<file path="config.mk">
export PLATFORM = sky130hd
export DESIGN_NAME = raster_timer
export DESIGN_NICKNAME = d
export VERILOG_FILES = /design/src/rtl/raster_pkg.sv /design/src/rtl/raster_counters.sv /design/src/rtl/raster_decode.sv /design/src/rtl/frame_irq_unit.sv /design/src/rtl/line_irq_unit.sv /design/src/rtl/raster_timer.sv
export SDC_FILE = /design/constraint.sdc
export NUM_CORES = 1
export LEC_CHECK = 0
export BUFFER_PORTS_ARGS = -buffer_cell sky130_fd_sc_hd__buf_2
export CAP_MARGIN = 5
export CORE_MARGIN = 2
export CORE_UTILIZATION = 55
export CTS_BUF_LIST = sky130_fd_sc_hd__clkbuf_4 sky130_fd_sc_hd__clkbuf_8 sky130_fd_sc_hd__clkbuf_16
export DETAILED_ROUTE_END_ITERATION = 10
export PLACE_DENSITY_LB_ADDON = 0.25
export SYNTH_ARGS = -nofsm -noshare
export SYNTH_HDL_FRONTEND = slang
export SYNTH_HIERARCHICAL = 1
export SYNTH_SLANG_ARGS = --single-unit
</file>
<file path="constraint.sdc">
create_clock -name clk -period 6.8 [get_ports clk]
set_clock_uncertainty 0.15 [all_clocks]
set_input_delay 0.34 -clock clk [delete_from_list [all_inputs] [get_ports clk]]
set_output_delay 0.34 -clock clk [all_outputs]
set_load 0.05 [all_outputs]
</file>
<file path="src/rtl/raster_pkg.sv">
// Shared helpers for the raster timing generator.
// Assumes the select code is two bits wide; code 3 falls back to 192 rows.
package raster_pkg;

    localparam int unsigned ROWS_SHORT = 192;
    localparam int unsigned ROWS_MID   = 224;
    localparam int unsigned ROWS_TALL  = 240;

    // Map the active line select code to a row count.
    function automatic int unsigned rows_for(input logic [1:0] sel);
        case (sel)
            2'd1:    return ROWS_MID;
            2'd2:    return ROWS_TALL;
            default: return ROWS_SHORT;
        endcase
    endfunction

endpackage

</file>
<file path="src/rtl/raster_counters.sv">
// Column and row counters of the raster.
// Assumes H_TOTAL and V_TOTAL fit in COL_W and ROW_W bits.
module raster_counters #(
    parameter int H_TOTAL = 342,
    parameter int V_TOTAL = 262,
    parameter int COL_W   = 9,
    parameter int ROW_W   = 9
) (
    input  logic             clk,
    input  logic             rst_n,
    output logic [COL_W-1:0] col,
    output logic [ROW_W-1:0] row,
    output logic             line_end
);
    localparam logic [COL_W-1:0] COL_LAST = COL_W'(H_TOTAL - 1);
    localparam logic [ROW_W-1:0] ROW_LAST = ROW_W'(V_TOTAL - 1);

    assign line_end = (col == COL_LAST);

    // Advance the column every cycle, and the row on each column wrap.
    always_ff @(posedge clk) begin
        if (!rst_n) begin
            col <= '0;
            row <= '0;
        end else if (line_end) begin
            col <= '0;
            row <= (row == ROW_LAST) ? '0 : row + ROW_W'(1);
        end else begin
            col <= col + COL_W'(1);
        end
    end

    p_col_range_r1: assert property (@(posedge clk) disable iff (!rst_n)
        col <= COL_LAST);
    p_col_wrap_r1: assert property (@(posedge clk) disable iff (!rst_n)
        line_end |=> col == '0);
    p_row_step_r1: assert property (@(posedge clk) disable iff (!rst_n)
        (line_end && row != ROW_LAST) |=> row == $past(row) + ROW_W'(1));
endmodule

</file>
<file path="src/rtl/raster_decode.sv">
// Decodes the position into sync, blanking, border and pixel flags.
// Assumes one blanking interval per line and a sync band in rows.
module raster_decode
    import raster_pkg::*;
#(
    parameter int COL_W     = 9,
    parameter int ROW_W     = 9,
    parameter int H_TOTAL   = 342,
    parameter int H_RBORDER = 15,
    parameter int H_BLANK   = 58,
    parameter int H_LBORDER = 13,
    parameter int HS_OFF    = 13,
    parameter int HS_LEN    = 26,
    parameter int VS_START  = 227,
    parameter int VS_LEN    = 3
) (
    input  logic [COL_W-1:0] col,
    input  logic [ROW_W-1:0] row,
    input  logic [1:0]       act_sel,
    output logic             hsync,
    output logic             vsync,
    output logic             blank,
    output logic             border,
    output logic             pix_en,
    output logic             active_row
);
    localparam int           PIX_FIRST = H_RBORDER + H_BLANK + H_LBORDER;
    localparam logic [COL_W:0] HB_S = (COL_W+1)'(H_RBORDER);
    localparam logic [COL_W:0] HB_E = (COL_W+1)'(H_RBORDER + H_BLANK);
    localparam logic [COL_W:0] HS_S = (COL_W+1)'(H_RBORDER + HS_OFF);
    localparam logic [COL_W:0] HS_E = (COL_W+1)'(H_RBORDER + HS_OFF + HS_LEN);
    localparam logic [COL_W:0] PX_S = (COL_W+1)'(PIX_FIRST);
    localparam logic [COL_W:0] PX_E = (COL_W+1)'(H_TOTAL);
    localparam logic [ROW_W:0] VS_S = (ROW_W+1)'(VS_START);
    localparam logic [ROW_W:0] VS_E = (ROW_W+1)'(VS_START + VS_LEN);

    logic [COL_W:0] c;
    logic [ROW_W:0] r;
    logic           hblank;

    // Region decode; blanking takes priority over pixels.
    always_comb begin
        c          = {1'b0, col};
        r          = {1'b0, row};
        hblank     = (c >= HB_S) && (c < HB_E);
        hsync      = (c >= HS_S) && (c < HS_E);
        vsync      = (r >= VS_S) && (r < VS_E);
        blank      = hblank || vsync;
        active_row = r < (ROW_W+1)'(rows_for(act_sel));
        pix_en     = active_row && (c >= PX_S) && (c < PX_E) && !blank;
        border     = !blank && !pix_en;
    end
endmodule

</file>
<file path="src/rtl/frame_irq_unit.sv">
// Sticky frame interrupt, set at a programmed position, cleared by a status read.
// Assumes a set and a clear in the same cycle resolve to set.
module frame_irq_unit #(
    parameter int COL_W = 9,
    parameter int ROW_W = 9
) (
    input  logic             clk,
    input  logic             rst_n,
    input  logic [COL_W-1:0] col,
    input  logic [ROW_W-1:0] row,
    input  logic [COL_W-1:0] hit_col,
    input  logic [ROW_W-1:0] hit_row,
    input  logic             status_rd,
    output logic             irq
);
    logic hit;
    assign hit = (col == hit_col) && (row == hit_row);

    // Latch the flag on a position match and drop it on a status read.
    always_ff @(posedge clk) begin
        if (!rst_n)         irq <= 1'b0;
        else if (hit)       irq <= 1'b1;
        else if (status_rd) irq <= 1'b0;
    end

    p_fint_hold_r6: assert property (@(posedge clk) disable iff (!rst_n)
        (irq && !status_rd) |=> irq);
    p_fint_set_r6: assert property (@(posedge clk) disable iff (!rst_n)
        (col == hit_col && row == hit_row) |=> irq);
endmodule

</file>
<file path="src/rtl/line_irq_unit.sv">
// Line interrupt down-counter with reload target and pending flag.
// Assumes line_end marks the last column and active_row the current row type.
module line_irq_unit #(
    parameter int CNT_W = 8
) (
    input  logic             clk,
    input  logic             rst_n,
    input  logic             line_end,
    input  logic             active_row,
    input  logic             en,
    input  logic [CNT_W-1:0] target,
    input  logic             ack,
    output logic             irq
);
    logic [CNT_W-1:0] cnt;
    logic             under;

    assign under = line_end && active_row && (cnt == '0);

    // Step the counter at each line end; reload on underflow or outside active rows.
    always_ff @(posedge clk) begin
        if (!rst_n) begin
            cnt <= target;
        end else if (line_end) begin
            if (!active_row || under) cnt <= target;
            else                      cnt <= cnt - CNT_W'(1);
        end
    end

    // Hold the pending flag until acknowledged; a new underflow wins.
    always_ff @(posedge clk) begin
        if (!rst_n)           irq <= 1'b0;
        else if (under && en) irq <= 1'b1;
        else if (ack)         irq <= 1'b0;
    end

    p_lint_hold_r8: assert property (@(posedge clk) disable iff (!rst_n)
        (irq && !ack) |=> irq);
    p_lint_idle_r7: assert property (@(posedge clk) disable iff (!rst_n)
        (line_end && !active_row) |=> cnt == $past(target));
endmodule

</file>
<file path="src/rtl/raster_timer.sv">
// Top of the raster timing generator: counters, region decode, two interrupts.
// Assumes one clock per pixel column; colour output is handled elsewhere.
module raster_timer #(
    parameter int H_TOTAL   = 342,
    parameter int V_TOTAL   = 262,
    parameter int H_RBORDER = 15,
    parameter int H_BLANK   = 58,
    parameter int H_LBORDER = 13,
    parameter int HS_OFF    = 13,
    parameter int HS_LEN    = 26,
    parameter int VS_START  = 227,
    parameter int VS_LEN    = 3,
    parameter int CNT_W     = 8,
    parameter int COL_W     = $clog2(H_TOTAL),
    parameter int ROW_W     = $clog2(V_TOTAL)
) (
    input  logic             clk,
    input  logic             rst_n,
    input  logic [1:0]       act_sel,
    input  logic [ROW_W-1:0] fint_row,
    input  logic [COL_W-1:0] fint_col,
    input  logic             status_rd,
    input  logic             lint_en,
    input  logic [CNT_W-1:0] lint_target,
    input  logic             lint_ack,
    output logic [COL_W-1:0] col,
    output logic [ROW_W-1:0] row,
    output logic             hsync,
    output logic             vsync,
    output logic             blank,
    output logic             border,
    output logic             pix_en,
    output logic             frame_irq,
    output logic             line_irq
);
    logic line_end;
    logic active_row;

    raster_counters #(.H_TOTAL(H_TOTAL), .V_TOTAL(V_TOTAL), .COL_W(COL_W), .ROW_W(ROW_W))
    u_cnt (.clk(clk), .rst_n(rst_n), .col(col), .row(row), .line_end(line_end));

    raster_decode #(.COL_W(COL_W), .ROW_W(ROW_W), .H_TOTAL(H_TOTAL), .H_RBORDER(H_RBORDER),
        .H_BLANK(H_BLANK), .H_LBORDER(H_LBORDER), .HS_OFF(HS_OFF), .HS_LEN(HS_LEN),
        .VS_START(VS_START), .VS_LEN(VS_LEN))
    u_dec (.col(col), .row(row), .act_sel(act_sel), .hsync(hsync), .vsync(vsync),
        .blank(blank), .border(border), .pix_en(pix_en), .active_row(active_row));

    frame_irq_unit #(.COL_W(COL_W), .ROW_W(ROW_W))
    u_fint (.clk(clk), .rst_n(rst_n), .col(col), .row(row), .hit_col(fint_col),
        .hit_row(fint_row), .status_rd(status_rd), .irq(frame_irq));

    line_irq_unit #(.CNT_W(CNT_W))
    u_lint (.clk(clk), .rst_n(rst_n), .line_end(line_end), .active_row(active_row),
        .en(lint_en), .target(lint_target), .ack(lint_ack), .irq(line_irq));

    p_vsync_blank_r3: assert property (@(posedge clk) disable iff (!rst_n)
        vsync |-> blank);
    p_pix_noblank_r4: assert property (@(posedge clk) disable iff (!rst_n)
        pix_en |-> !blank);
    p_border_excl_r5: assert property (@(posedge clk) disable iff (!rst_n)
        $onehot({blank, border, pix_en}));
    p_hsync_in_blank_r2: assert property (@(posedge clk) disable iff (!rst_n)
        hsync |-> blank);
endmodule

</file>
==> impl_metrics.ini <==
[clock_network]
ctsResizeCount = 0
cts_tree = yes
htree_levels = 1
insertion_delay_ps = 320
cts_setup_buffers = 0
clkTransAtPathRegs_ps = 160
cts_hold_buf = 0
cts_buffers = 3
root_buffer = clkbuf_4
clkSinkCount = 28
clockBufferDepth = 2

[floorplanning]
start_util_pct = 57.1
rows = 21
dieArea_sq_um = 3930
die_x_microns = 62.7
fp.dieH_microns = 62.7
coreArea_sq_um = 3310
io_pins = 58

[synth]
synth-edff-count = 8
synth-seq-cells = 28
async_reset_ff_share_pct = 0
synth_compound_area_share_pct = 11.8
yosys.area_share.simple_pct = 25.7
seq_area_frac_synth_pct = 33.9
synth_flop_cell = dfxtp_1
synthMuxAreaShare_pct = 1.32
synthesis.area_sq_um = 1890
ys_warn_count = 6
ys_types = 47
syn_area_per_cell_sq_um = 9.27
synthAdderAreaFrac_pct = 5.29
synth_top_family_by_area = simple AND/OR/NAND/NOR gates
synthCells = 204
synth_xor_xnor_area_share_pct = 18.1
synth_top_cell_area_share_pct = 21.2
netlist_top_cells_count = nor2_1, xnor2_1, dfxtp_1
synthTopCellsByArea = dfxtp_1, xnor2_1, edfxtp_1
yosys.area.top_type = dfxtp_1
syn-num-nets = 245

[place]
dpl.cell_count = 304
hpwlAfterDp_microns = 3300
port-buffer-count = 57
place.gp.congestion = 0.858

[timing]
fmax_mhz = 365
finalCriticalPeriod_ps = 2740
maxSlewViolCount = 0
finalSetupTns_ps = 0
slew-limit-headroom_pct = 64.7
worst_pin_slew_ps = 522
whs_ps = 121
rsz0062_at_grt = no
setup_violations = 0
hold_violations = 0
finalCritPeriodShare_pct = 40.3

[layout]
nets = 304
synthToLayoutAreaGrowth_pct = 19.4
post-route-util_pct = 68.3
final_cells = 308
antennaDiodeCount = 0
drive_above_1_share_pct = 28.2

[critical_path]
worstPathMaxFanout = 14
worst-setup-path-type = register to register
worstSetupStartpointType = register
end_kind = register
cp_data_arrival_time_ps = 2680
cp.required_ps = 6750

[detailed_routing]
routed_wl_microns = 4450
drtAntennaViolNets = 0
drtIter0Drc = 142
vias_per_cell = 5.65
remaining_drc_errors = 0
dr_total_vias = 1739
routedWlPerCell_microns = 14.4
drt_pre_antenna_iters = 5

[global_routing]
grt_pass1_vias = 1558
track_usage_pct = 22.7
overflow = 0
grt_antenna_before_repair = 0
grt_start_max_net_pins = 17
grt_pass1_wl_microns = 7210

[run]
drv_cap = 0

[worst_hold_path]
hold_path.class = input pin to register

[run_status]
status = finished clean

[power_and_ir_drop]
max-vdd-ir-drop_mv = 0.0822
power.density_nw_per_um2 = 152
leakagePower_nw = 0.910
==> final timing paths <==
path | from | end | slack, ps | cells past startpoint
max | u_cnt/col[6] | u_lint/cnt[0] | 4060 | 6
min | status_rd | u_fint/irq | 120 | 3
max reg2reg | u_cnt/col[6] | u_lint/cnt[0] | 4060 | 6
min reg2reg | u_fint/irq | u_fint/irq | 360 | 2
==> layout make-up <==
cell class / count / area [sq um]
clock buffer: 3 / 22.5
clock inverter: 1 / 30.0
fill: 300 / 1050
inverter: 13 / 48.8
multi-input combinational: 160 / 1170
sequential: 28 / 641
tap: 46 / 57.6
timing repair buffer: 57 / 285
==> per-layer routing <==
layer	vias up	wire, microns	part of all wire [%]	global-route usage, %
met4	0	51	1.1	4.17
li1	838	-	-	-
met2	84	2020	45	36.0
met1	811	2050	46	33.5
met5	-	0	0	0
met3	6	331	7.4	2.70
==> through the flow <==
step	setup slack, ps	cell area, sq um	total power, mW
final	4060	2260	0.344
after global routing	3950	2260	0.358
after CTS	4110	2260	0.346
after detailed placement	4130	2210	0.237
after global placement	4210	2210	0.236
after floorplan	2820	1890	0.219
==> power breakdown <==
group | leakage (nW) | internal [mW] | total, mW | switching, mW
registers | 0.239 | 0.178 | 0.186 | 0.00771
clock network | 0.0279 | 0.0596 | 0.109 | 0.0498
logic | 0.644 | 0.0226 | 0.0484 | 0.0258
==> worst max-delay path: stages (launching register included) <==
cell and delay, ps:
dfxtp_1 630, nand4bb_1 400, or2_1 430, inv_1 140
nand4bb_4 130, o211a_4 310, mux2_4 310
==> cells in the final DEF (no fill, tap or decap), types with 2 or more instances in the layout <==
master / instances
a2111oi_0: 3
a21oi_1: 10
and4_1: 2
buf_2: 57
clkbuf_4: 3
dfxtp_1: 20
edfxtp_1: 8
ha_1: 8
inv_1: 13
nand2_1: 8
nand2b_1: 2
nand3_1: 9
nand3b_1: 2
nand4_1: 8
nor2_1: 30
nor3_1: 5
nor4_1: 4
o21ai_0: 3
xnor2_1: 30
xor2_1: 9
==> flip-flops by register name, indices dropped and copies added (netlist names) <==
register and flops:
u_cnt/col 9, u_cnt/row 9, u_fint/irq 1, u_lint/cnt 8
u_lint/irq 1
==> cell families after synthesis <==
logic type	after synthesis
xor gates and xnor gates	39
AOI/OAI and AO/OA	26
buffers and inverters	16
DFF	28
adders and majority gates	8
and+or+nand+nor	85
muxes	2
Power figures use the tool's default switching activity.
